## src/rtl/refsched_pkg.sv

```systemverilog
// Shared types for the refresh scheduler: burst-mode encoding and
// the burst length each mode asks for. Assumes no burst exceeds 8.
package refsched_pkg;

    typedef enum logic [1:0] {
        ARF_OFF = 2'b00,
        ARF_X1  = 2'b01,
        ARF_X4  = 2'b10,
        ARF_X8  = 2'b11
    } arf_mode_e;

    localparam int BURST_MAX = 8;
    localparam int BLEN_W    = $clog2(BURST_MAX) + 1;

    // Number of refreshes owed per expiry for a mode.
    function automatic logic [BLEN_W-1:0] burst_len(arf_mode_e m);
        case (m)
            ARF_X1:  return BLEN_W'(1);
            ARF_X4:  return BLEN_W'(4);
            ARF_X8:  return BLEN_W'(8);
            default: return BLEN_W'(0);
        endcase
    endfunction

endpackage

```

## src/rtl/refsched_timer.sv

```systemverilog
// Down-counter that pulses expire when it has run to zero and reloads.
// Assumes restart has priority: a restart cycle never reports expiry.
module refsched_timer #(
    parameter int RELOAD_W = 16
) (
    input  logic                clk,
    input  logic                rst_n,
    input  logic                run,
    input  logic                restart,
    input  logic [RELOAD_W-1:0] reload,
    output logic                expire
);

    logic [RELOAD_W-1:0] cnt_q;

    // Count down while running; reload on restart, stop or zero.
    always_ff @(posedge clk) begin
        if (!rst_n) begin
            cnt_q <= '0;
        end else if (restart || !run || cnt_q == '0) begin
            cnt_q <= reload;
        end else begin
            cnt_q <= cnt_q - RELOAD_W'(1);
        end
    end

    // Expiry is the zero state of a running, non-restarted counter.
    always_comb begin
        expire = run && !restart && (cnt_q == '0);
    end

endmodule

```

## src/rtl/refsched_queue.sv

```systemverilog
// Holds owed refresh bursts (saturating at DEPTH) and tracks the beat
// within the burst in service. Assumes blen >= 1 whenever grants arrive.
module refsched_queue #(
    parameter int DEPTH  = 8,
    parameter int BLEN_W = 4
) (
    input  logic              clk,
    input  logic              rst_n,
    input  logic              flush,
    input  logic              expire,
    input  logic              grant,
    input  logic [BLEN_W-1:0] blen,
    output logic              busy
);

    localparam int PEND_W = $clog2(DEPTH + 1);
    localparam int BEAT_W = BLEN_W - 1;

    logic [PEND_W-1:0] pend_q;
    logic [BEAT_W-1:0] beat_q;
    logic              last_beat;
    logic              dec;
    logic              inc;

    // Decide whether this grant ends a burst and whether an expiry fits.
    always_comb begin
        last_beat = (BLEN_W'(beat_q) + BLEN_W'(1)) >= blen;
        dec       = grant && last_beat;
        inc       = expire && ((pend_q < PEND_W'(DEPTH)) || dec);
        busy      = (pend_q != '0);
    end

    // Update the owed-burst count.
    always_ff @(posedge clk) begin
        if (!rst_n || flush) begin
            pend_q <= '0;
        end else if (inc && !dec) begin
            pend_q <= pend_q + PEND_W'(1);
        end else if (dec && !inc) begin
            pend_q <= pend_q - PEND_W'(1);
        end
    end

    // Step the beat counter on each grant, wrapping at burst end.
    always_ff @(posedge clk) begin
        if (!rst_n || flush) begin
            beat_q <= '0;
        end else if (grant) begin
            beat_q <= last_beat ? '0 : beat_q + BEAT_W'(1);
        end
    end

endmodule

```

## src/rtl/refsched_force.sv

```systemverilog
// Detects the end of self-refresh and keeps a forced refresh pending
// until granted. Assumes sr_active is synchronous to clk.
module refsched_force (
    input  logic clk,
    input  logic rst_n,
    input  logic sr_active,
    input  logic grant,
    output logic sr_exit,
    output logic forced
);

    logic sr_prev_q;

    // Remember the previous self-refresh level.
    always_ff @(posedge clk) begin
        if (!rst_n) sr_prev_q <= 1'b0;
        else        sr_prev_q <= sr_active;
    end

    // Exit is the falling edge of the self-refresh level.
    always_comb begin
        sr_exit = sr_prev_q && !sr_active;
    end

    // Set on exit, clear on grant or on renewed self-refresh.
    always_ff @(posedge clk) begin
        if (!rst_n || sr_active) forced <= 1'b0;
        else if (sr_exit)        forced <= 1'b1;
        else if (grant)          forced <= 1'b0;
    end

endmodule

```

## src/rtl/refresh_scheduler.sv

```systemverilog
// Top of the auto-refresh scheduler. Holds the configuration word,
// runs the period timer, queues owed bursts and forces one refresh on
// self-refresh exit while blocking other commands.
// Assumes the arbiter grants only while ref_req is high.
module refresh_scheduler #(
    parameter int DATA_W     = 32,
    parameter int RELOAD_W   = 16,
    parameter int RELOAD_LSB = 8,
    parameter int PEND_DEPTH = 8
) (
    input  logic              clk,
    input  logic              rst_n,
    input  logic              cfg_we,
    input  logic [DATA_W-1:0] cfg_wdata,
    input  logic              sr_active,
    output logic              ref_req,
    input  logic              ref_gnt,
    output logic              blk_cmd
);
    import refsched_pkg::*;

    logic [RELOAD_W-1:0] reload_q;
    arf_mode_e           mode_q;
    arf_mode_e           wr_mode;
    logic                expire;
    logic                sr_exit;
    logic                forced;
    logic                busy;
    logic                flush;
    logic                run;
    logic                gnt_force;
    logic                gnt_per;

    // Capture reload value and burst mode on a configuration write.
    always_ff @(posedge clk) begin
        if (!rst_n) begin
            reload_q <= '0;
            mode_q   <= ARF_OFF;
        end else if (cfg_we) begin
            reload_q <= cfg_wdata[RELOAD_LSB +: RELOAD_W];
            mode_q   <= wr_mode;
        end
    end

    // Derive run, flush, grant routing and the output pins.
    always_comb begin
        wr_mode   = arf_mode_e'(cfg_wdata[1:0]);
        run       = (mode_q != ARF_OFF) && !sr_active;
        flush     = sr_active || (mode_q == ARF_OFF) ||
                    (cfg_we && wr_mode == ARF_OFF);
        ref_req   = !sr_active && (forced || busy);
        gnt_force = ref_gnt && forced && !sr_active;
        gnt_per   = ref_gnt && ref_req && !forced;
        blk_cmd   = forced;
    end

    refsched_timer #(
        .RELOAD_W (RELOAD_W)
    ) u_timer (
        .clk     (clk),
        .rst_n   (rst_n),
        .run     (run),
        .restart (cfg_we || sr_exit),
        .reload  (cfg_we ? cfg_wdata[RELOAD_LSB +: RELOAD_W] : reload_q),
        .expire  (expire)
    );

    refsched_queue #(
        .DEPTH  (PEND_DEPTH),
        .BLEN_W (BLEN_W)
    ) u_queue (
        .clk    (clk),
        .rst_n  (rst_n),
        .flush  (flush),
        .expire (expire),
        .grant  (gnt_per),
        .blen   (burst_len(mode_q)),
        .busy   (busy)
    );

    refsched_force u_force (
        .clk       (clk),
        .rst_n     (rst_n),
        .sr_active (sr_active),
        .grant     (gnt_force),
        .sr_exit   (sr_exit),
        .forced    (forced)
    );

endmodule

```

## config.mk

```make
export PLATFORM = sky130hd
export DESIGN_NAME = refresh_scheduler
export DESIGN_NICKNAME = d
export VERILOG_FILES = /design/src/rtl/refsched_pkg.sv /design/src/rtl/refsched_timer.sv /design/src/rtl/refsched_queue.sv /design/src/rtl/refsched_force.sv /design/src/rtl/refresh_scheduler.sv
export SDC_FILE = /design/constraint.sdc
export NUM_CORES = 1
export LEC_CHECK = 0
export CORE_MARGIN = 10
export CORE_UTILIZATION = 45
export CTS_BUF_LIST = sky130_fd_sc_hd__clkbuf_16
export DETAILED_ROUTE_END_ITERATION = 10
export DONT_BUFFER_PORTS = 1
export MAX_ROUTING_LAYER = met4
export PLACE_DENSITY = 0.71
export SYNTH_ARGS = -nofsm -noshare
export SYNTH_HDL_FRONTEND = slang
export SYNTH_SLANG_ARGS = --single-unit
```

## constraint.sdc

```tcl
create_clock -name clk -period 9.15 [get_ports clk]
set_clock_uncertainty 0.15 [all_clocks]
set_input_delay 0.4575 -clock clk [delete_from_list [all_inputs] [get_ports clk]]
set_output_delay 0.4575 -clock clk [all_outputs]
set_load 0.005 [all_outputs]
```

==> qor.yml, run 1 <==
seq_area_sq_um: 861
grt_overflow: 0
critPathLaunch: "u_queue.beat_q[0]"
yosysTopAreaCell: "dfxtp_1"
vias: 1455
synth_commonest_cells: "dfxtp_1 (43), nor2_1 (28), a21oi_1 (22)"
final_util_pct: 51.6
cts_hold_buf: 0
end_kind: "register"
grt_antenna_before_repair: 0
seq_area_frac_synth_pct: 40.8
worst_slew_pin_slew_ns: 0.635
gp_congestion: 0.808
dr.pass1.iters: 4
min_path_type: "primary input to register"
yosys_most_used_dff: "dfxtp_1"
critical_path.top_delay_family: "compound AO/OA/AOI/OAI gates"
cts_buffers: 5
maxSlewViolCount: 0
synth_nets: 268
area_delta_synth_final_pct: 8.65
clock.fmax_mhz: 297
netlist_area_sq_um: 2110
drtIter0Drc: 87
dp_hpwl_um: 2730
syn_inst: 221
path_buf_inv: 1
die_h_um: 88.5
synth_seq_cells: 43
cp.required_ns: 9.21
p_leak_nw: 0.919
grt_max_degree: 30
worst_path_largest_cell_delay_ns: 0.34
cp_slowest_cell: "dfxtp_1"
critPathLaunchType: "register"
cts_setup_buffers: 0
core.rowCount: 24
rr_worst_depth: 15
yosys.area_share.adder_pct: 6.28
crit_arrival_ns: 3.43
ctsResizeCount: 0
clk_pin_slew_ns: 0.06
cts_sinks: 43
async_flop_share_pct: 0
grt_pass1_wl_um: 6780
synthMuxAreaShare_pct: 10.4
hold_end: "reload_q[10]"
nets: 266
wl_um: 3870
core_sq_um: 4440
drive_gt1_share_pct: 9.55
path_common_cell: "ha_1"
multi_input_area_sq_um: 1160
post-route-drc-count: 0
cts_tree: "yes"
finalCritPeriodShare_pct: 36.8
rsz0062_at_grt: "no"
synthXorXnorAreaFrac_pct: 6.64
yosysWarnings: 0
total_power_mw: 0.455
clock_latency_ns: 0.28
post-synth-top-count-cell: "dfxtp_1"
grt_pass1_vias: 1429
grt_usage_pct: 11.3
setup_violations: 0
max-slew-margin-rel_pct: 57.6
clock_path_buffers: 2
yosysTopAreaCellShare_pct: 40.8
max-vdd-ir-drop_uv: 152
reg2reg_slack_ns: 5.78
die_width_um: 88.5
port_buffers: 0
synth_compound_area_share_pct: 12.7
boundaryPins: 39
status: "finished clean"
ys_top_cells_by_area: "dfxtp_1 (41%), mux2i_1 (7.6%), ha_1 (5.3%)"
routedWlPerCell_um: 14.2
p_per_area_nw_per_um2: 199
hold_viol: 0
crit_chain: "ha_1 > xor2_1 > ha_1 > o21ai_0 > o21bai_1 > nand2_1 > a211oi_1 > ha_1 > inv_1 > ha_1 > a21o_1 > a21oi_1 > xnor2_1 > or3_1 > a21oi_1"
yosys.area_share.simple_pct: 18.9
diodes: 0
r2r-start: "u_queue.beat_q[0]"
criticalPathCategory: "register to register"
period_minus_slack_ns: 3.37
dieArea_sq_um: 7830
synth_top_family_by_area: "simple AND/OR/NAND/NOR gates"
synth-edff-count: 0
worstReg2RegEnd: "u_queue.pend_q[3]"
hold_start: "rst_n"
min_path_cells: 2
final_antenna_net_count: 0
via_per_inst: 5.35
start_util_pct: 47.5
htreeDepth: 2
yosys.cell_types.count: 49
critPathMaxFanout: 4
max_cap_viol_count: 0
cts_root_buffer: "clkbuf_16"
fin_setup_tns_ns: 0
fillers: 424
avgSynthCellArea_sq_um: 9.55
power breakdown:
group          total [mW]  switching [mW]  internal, mW
clock network       0.200          0.0718         0.129
registers           0.206         0.00842         0.198
logic              0.0489          0.0249        0.0239
total               0.455           0.105         0.350
final cells by class:
type	instances	share of cell area [%]
Clock buffer	5	5.46
Clock inverter	3	1.91
Inverter	8	1.31
Multi-Input combinational cell	160	50.6
Sequential cell	43	37.5
Tap cell	52	2.84
Timing Repair Buffer	1	0.327
per-layer routing:
layer / GRT usage, % / vias to the layer above / part of all wire [%]
li1: - / 773 / -
met1: 14.0 / 654 / 51
met2: 15.8 / 23 / 42
met3: 4.23 / 5 / 4.8
met4: 5.73 / 0 / 2.5
met5: - / - / 0
flip-flops by register name (all words and copies together), names as in the netlist:
| register | flops |
|---|---|
| reload_q | 16 |
| u_timer.cnt_q | 16 |
| u_queue.pend_q | 4 |
| u_queue.beat_q | 3 |
| mode_q | 2 |
| u_force.forced | 1 |
| u_force.sr_prev_q | 1 |
stage by stage:
step	hold slack, ns	area, sq um	instances	worst slack [ns]
after detailed placement	0.303	2120	264	5.74
after CTS	0.138	2290	272	5.77
after global placement	0.299	2120	264	5.83
after global routing	0.144	2290	272	5.42
final	0.141	2290	272	5.78
after floorplan	0.280	2110	221	6.05
cell usage in the layout, fill, tap and decap left out, types with 2 or more instances in the layout:
master,Yosys,routed
nor2_1,28,28
o31ai_1,4,4
clkbuf_16,0,5
o21ai_0,3,3
mux2i_1,16,16
xnor2_1,10,10
mux2_2,3,3
nand3_1,4,4
nand2_1,11,11
nor4_1,2,2
nand2b_1,5,5
and2_1,3,3
a21oi_1,22,22
xor2_1,6,6
inv_1,8,8
nor3b_1,2,2
or3_1,2,2
ha_1,9,9
dfxtp_1,43,43
o22ai_1,3,3
nand4b_1,3,3
how the worst max path moves through the flow:
stage,to,slack (ns),cells after the start
after floorplan,u_queue.pend_q[3],6.05,15
after global placement,u_queue.pend_q[3],5.83,15
after detailed placement,u_queue.pend_q[3],5.74,15
after CTS,u_queue.pend_q[3],5.77,15
after global routing,u_queue.pend_q[3],5.42,15
final,u_queue.pend_q[3],5.78,15
cells by family after synthesis:
group	Yosys count
mux	21
flops	43
fa+ha+maj	10
xor+xnor	16
compound gates	41
simple gates	72
buf+inv	18
Note: power is estimated with default switching activity, not from simulation.
==> inputs of run 2 (changes only) <==
--- a/config.mk
+++ b/config.mk
@@ -5,6 +5,7 @@
 export SDC_FILE = /design/constraint.sdc
 export NUM_CORES = 1
 export LEC_CHECK = 0
+export ABC_AREA = 1
 export CORE_MARGIN = 10
 export CORE_UTILIZATION = 45
 export CTS_BUF_LIST = sky130_fd_sc_hd__clkbuf_16
==> constraint.sdc (replaced) <==
create_clock -name clk -period 3.35 [get_ports clk]
set_clock_uncertainty 0.15 [all_clocks]
set_input_delay 0.1675 -clock clk [delete_from_list [all_inputs] [get_ports clk]]
set_output_delay 0.1675 -clock clk [all_outputs]
set_load 0.005 [all_outputs]
==> run 2 against run 1 <==
Total power increased to 2.7 times the previous value. Utilization up 5.2 points. Routed wire length is 27% higher. Clock power grew 130%. Register-to-register slack got worse by 5.3 ns. Synthesized area is 8.6% higher. Worst hold slack lost 0.13 ns. Flip-flop and latch count is the same. Global-route usage rose by 1.5 points. Critical endpoint unchanged. Largest cell class unchanged. Largest power group unchanged.
==> qor.yml, run 2 <==
synth_commonest_cells: "nand2_1 (97), nor2_1 (58), dfxtp_1 (43)"  # was dfxtp_1 (43), nor2_1 (28), a21oi_1 (22)
hold_end: "u_timer.cnt_q[5]"  # was reload_q[10]
p_leak_nw: 1.33  # was 0.919 nW
grt_usage_pct: 12.8  # was 11.3%
dp.cells: 389  # was 264
port_buffers: 0  # unchanged
area_delta_synth_final_pct: 19.3  # was 8.65%
drive_gt1_share_pct: 7.82  # was 9.55%
hold_viol: 0  # unchanged
worstReg2RegEnd: "u_queue.pend_q[3]"  # unchanged
yosysTopAreaCellShare_pct: 37.6  # was 40.8%
worst_slew_pin_slew_ns: 0.797  # was 0.635 ns
use_met3_pct: 2.88  # was 4.23%
cp.required_ns: 3.41  # was 9.21 ns
final_common_cell: "nand2_1"  # was dfxtp_1
yosys.cell_types.count: 27  # was 49
cts_setup_buffers: 0  # unchanged
yosys_most_used_dff: "dfxtp_1"  # unchanged
critPathMaxFanout: 4  # unchanged
cp_slowest_cell: "dfxtp_1"  # unchanged
syn_inst: 329  # was 221
cp_num_cells: 16  # was 15
dp_hpwl_um: 3280  # was 2730 um
cts_sinks: 43  # unchanged
cts_buffers: 5  # unchanged
r2r-start: "u_queue.beat_q[0]"  # unchanged
max-slew-margin-rel_pct: 46.7  # was 57.6%
hold_start: "cfg_we"  # was rst_n
critPathLaunchType: "register"  # unchanged
vias: 2014  # was 1,455
diodes: 0  # unchanged
worst_path_largest_cell_delay_ns: 0.40  # was 0.34 ns
dr.pass1.iters: 4  # unchanged
htreeDepth: 2  # unchanged
core.rowCount: 25  # was 24
largestRegisters: "reload_q: 16 flops, u_timer.cnt_q: 16 flops, u_queue.pend_q: 4 flops"  # unchanged
final_antenna_net_count: 0  # unchanged
maxSlewViolCount: 0  # unchanged
max_cap_viol_count: 0  # unchanged
criticalPathCategory: "register to register"  # unchanged
core_sq_um: 4820  # was 4440 sq um
async_flop_share_pct: 0  # unchanged
seq_area_frac_synth_pct: 37.6  # was 40.8%
period_minus_slack_ns: 2.88  # was 3.37 ns
setup_violations: 0  # unchanged
avgSynthCellArea_sq_um: 6.97  # was 9.55 sq um
via_per_inst: 4.74  # was 5.35
post-synth-top-count-cell: "nand2_1"  # was dfxtp_1
cts_root_buffer: "clkbuf_16"  # unchanged
use_met1_pct: 15.2  # was 14.0%
final_cell_mix: "nand2_1 (97), nor2_1 (58), dfxtp_1 (43)"  # was dfxtp_1 (43), nor2_1 (28), a21oi_1 (22)
dieArea_sq_um: 8350  # was 7830 sq um
path_buf_inv: 1  # unchanged
status: "finished clean"  # unchanged
clk_pin_slew_ns: 0.06  # about the same
die_h_um: 91.4  # was 88.5 um
reg2reg_slack_ns: 0.47  # was 5.78 ns
grt_overflow: 0  # unchanged
start_util_pct: 47.6  # was 47.5%
wl_um: 4900  # was 3870 um
rr_worst_depth: 16  # was 15
fin_setup_tns_ns: 0  # unchanged
crit_chain: "ha_1 > xor2_1 > ha_1 > nand3_1 > nand2_1 > nand2_1 > a21oi_1 > ha_1 > inv_1 > ha_1 > or2_2 > nand2_1 > nand2_1 > nand2_1 > nand2_1 > a21oi_1"  # was ha_1 > xor2_1 > ha_1 > o21ai_0 > o21bai_1 > nand2_1 > a211oi_1 > ha_1 > inv_1 > ha_1 > a21o_1 > a21oi_1 > xnor2_1 > or3_1 > a21oi_1
cts_tree: "yes"  # unchanged
netlist_area_sq_um: 2290  # was 2110 sq um
finalCritPeriodShare_pct: 86.0  # was 36.8%
fillers: 456  # was 424
p_per_area_nw_per_um2: 447  # was 199 nW/um^2
yosysTopAreaCell: "dfxtp_1"  # unchanged
gp_congestion: 0.791  # was 0.808
grt_pass1_vias: 1912  # was 1,429
synth-edff-count: 0  # unchanged
path_common_cell: "nand2_1"  # was ha_1
grt_pass1_wl_um: 8630  # was 6780 um
grt_antenna_before_repair: 0  # unchanged
clock_path_buffers: 2  # unchanged
top_usage_layer: "met2"  # unchanged
nets: 405  # was 266
boundaryPins: 39  # unchanged
drtIter0Drc: 86  # was 87
rsz0062_at_grt: "no"  # unchanged
die_width_um: 91.4  # was 88.5 um
ys_top_cells_by_area: "dfxtp_1 (38%), nand2_1 (16%), nor2_1 (9.5%)"  # was dfxtp_1 (41%), mux2i_1 (7.6%), ha_1 (5.3%)
clock.fmax_mhz: 347  # was 297 MHz
min_path_type: "primary input to register"  # unchanged
clock_latency_ns: 0.28  # about the same
ctsResizeCount: 0  # unchanged
routedWlPerCell_um: 11.5  # was 14.2 um
crit_arrival_ns: 2.95  # was 3.43 ns
post-route-drc-count: 0  # unchanged
yosysWarnings: 0  # unchanged
synth_seq_cells: 43  # unchanged
critical_path.top_delay_family: "adder cells"  # was compound AO/OA/AOI/OAI gates
grt_max_degree: 25  # was 30
end_kind: "register"  # unchanged
grtUsageMet2_pct: 20.2  # was 15.8%
stdcell_count: 425  # was 272
max-vdd-ir-drop_uv: 349  # was 152 uV
min_path_cells: 4  # was 2
synth_nets: 376  # was 268
-- run 2: cell count changes after synthesis, moves of 7 or more --
cell,delta
xnor2_1,-7
mux2i_1,-9
inv_1,+25
a21oi_1,-14
o21ai_0,+11
nand2_1,+86
nor2_1,+30
nand3_1,+9
nor2_2,+15
-- run 2: worst max path at each step --
stage                      start                end
4_1_cts        u_queue.beat_q[0]  u_queue.pend_q[3]
6_report       u_queue.beat_q[0]  u_queue.pend_q[3]
5_1_grt        u_queue.beat_q[0]  u_queue.pend_q[3]
2_1_floorplan  u_queue.beat_q[0]  u_queue.pend_q[3]
3_3_place_gp   u_queue.beat_q[0]  u_queue.pend_q[3]
3_5_place_dp   u_queue.beat_q[0]  u_queue.pend_q[3]
-- run 2: worst reg2reg max path: cells and delay by family, from the launching register on --
| family | cells | cell delay [ns] |
|---|---|---|
| buf+inv | 1 | 0.12 |
| flops | 1 | 0.40 |
| compound gates | 2 | 0.19 |
| xor+xnor | 1 | 0.22 |
| simple gates | 8 | 0.80 |
| fa+ha+maj | 4 | 0.92 |
-- run 2: report_power, final --
| group | internal [mW] | switching (mW) |
|---|---|---|
| clock | 0.268 | 0.190 |
| sequential | 0.542 | 0.0183 |
| combinational | 0.0860 | 0.118 |
| total | 0.896 | 0.326 |
-- run 2: logic make-up after synthesis --
kind of cell | after synthesis | share of synthesized area [%]
multiplexers | 7 | 3.06
AND/OR/NAND/NOR | 196 | 36.5
buffers and inverters | 40 | 8.24
AO/OA/AOI/OAI | 24 | 5.40
flip-flops | 43 | 37.6
adder cells (fa/ha/maj) | 10 | 5.79
XOR/XNOR | 9 | 3.44
-- run 2: layer usage --
layer	vias to the layer above	wire length (um)
met1	880	2280
met2	47	2260
li1	1078	-
met3	9	267
met5	-	0
met4	0	93
-- run 2: area by class of cell --
class	instances	area, sq um	area share (%)
Clock inverter	2	8.76	0.320
Tap cell	67	83.8	3.06
Timing Repair Buffer	29	290	10.6
Multi-Input combinational cell	246	1240	45.4
Clock buffer	5	125	4.57
Inverter	33	124	4.53
Sequential cell	43	861	31.5
-- run 2: metrics by stage --
step	hold slack [ns]	setup WS [ns]	area [sq um]	util, %	power (mW)
floorplan	0.111	0.702	2290	-	0.720
global placement	0.116	0.562	2310	48.0	0.735
detailed placement	0.122	0.489	2310	48.0	0.738
CTS	0.00135	0.474	2740	56.8	1.23
global route	0.0423	0.214	2740	56.8	1.29
finish	0.0139	0.468	2740	56.8	1.22
-- run 2: what timing repair did --
action                                 CTS  global route
hold buffers                            29             0
endpoints found under the hold margin   34             0
setup endpoints to repair                0             0
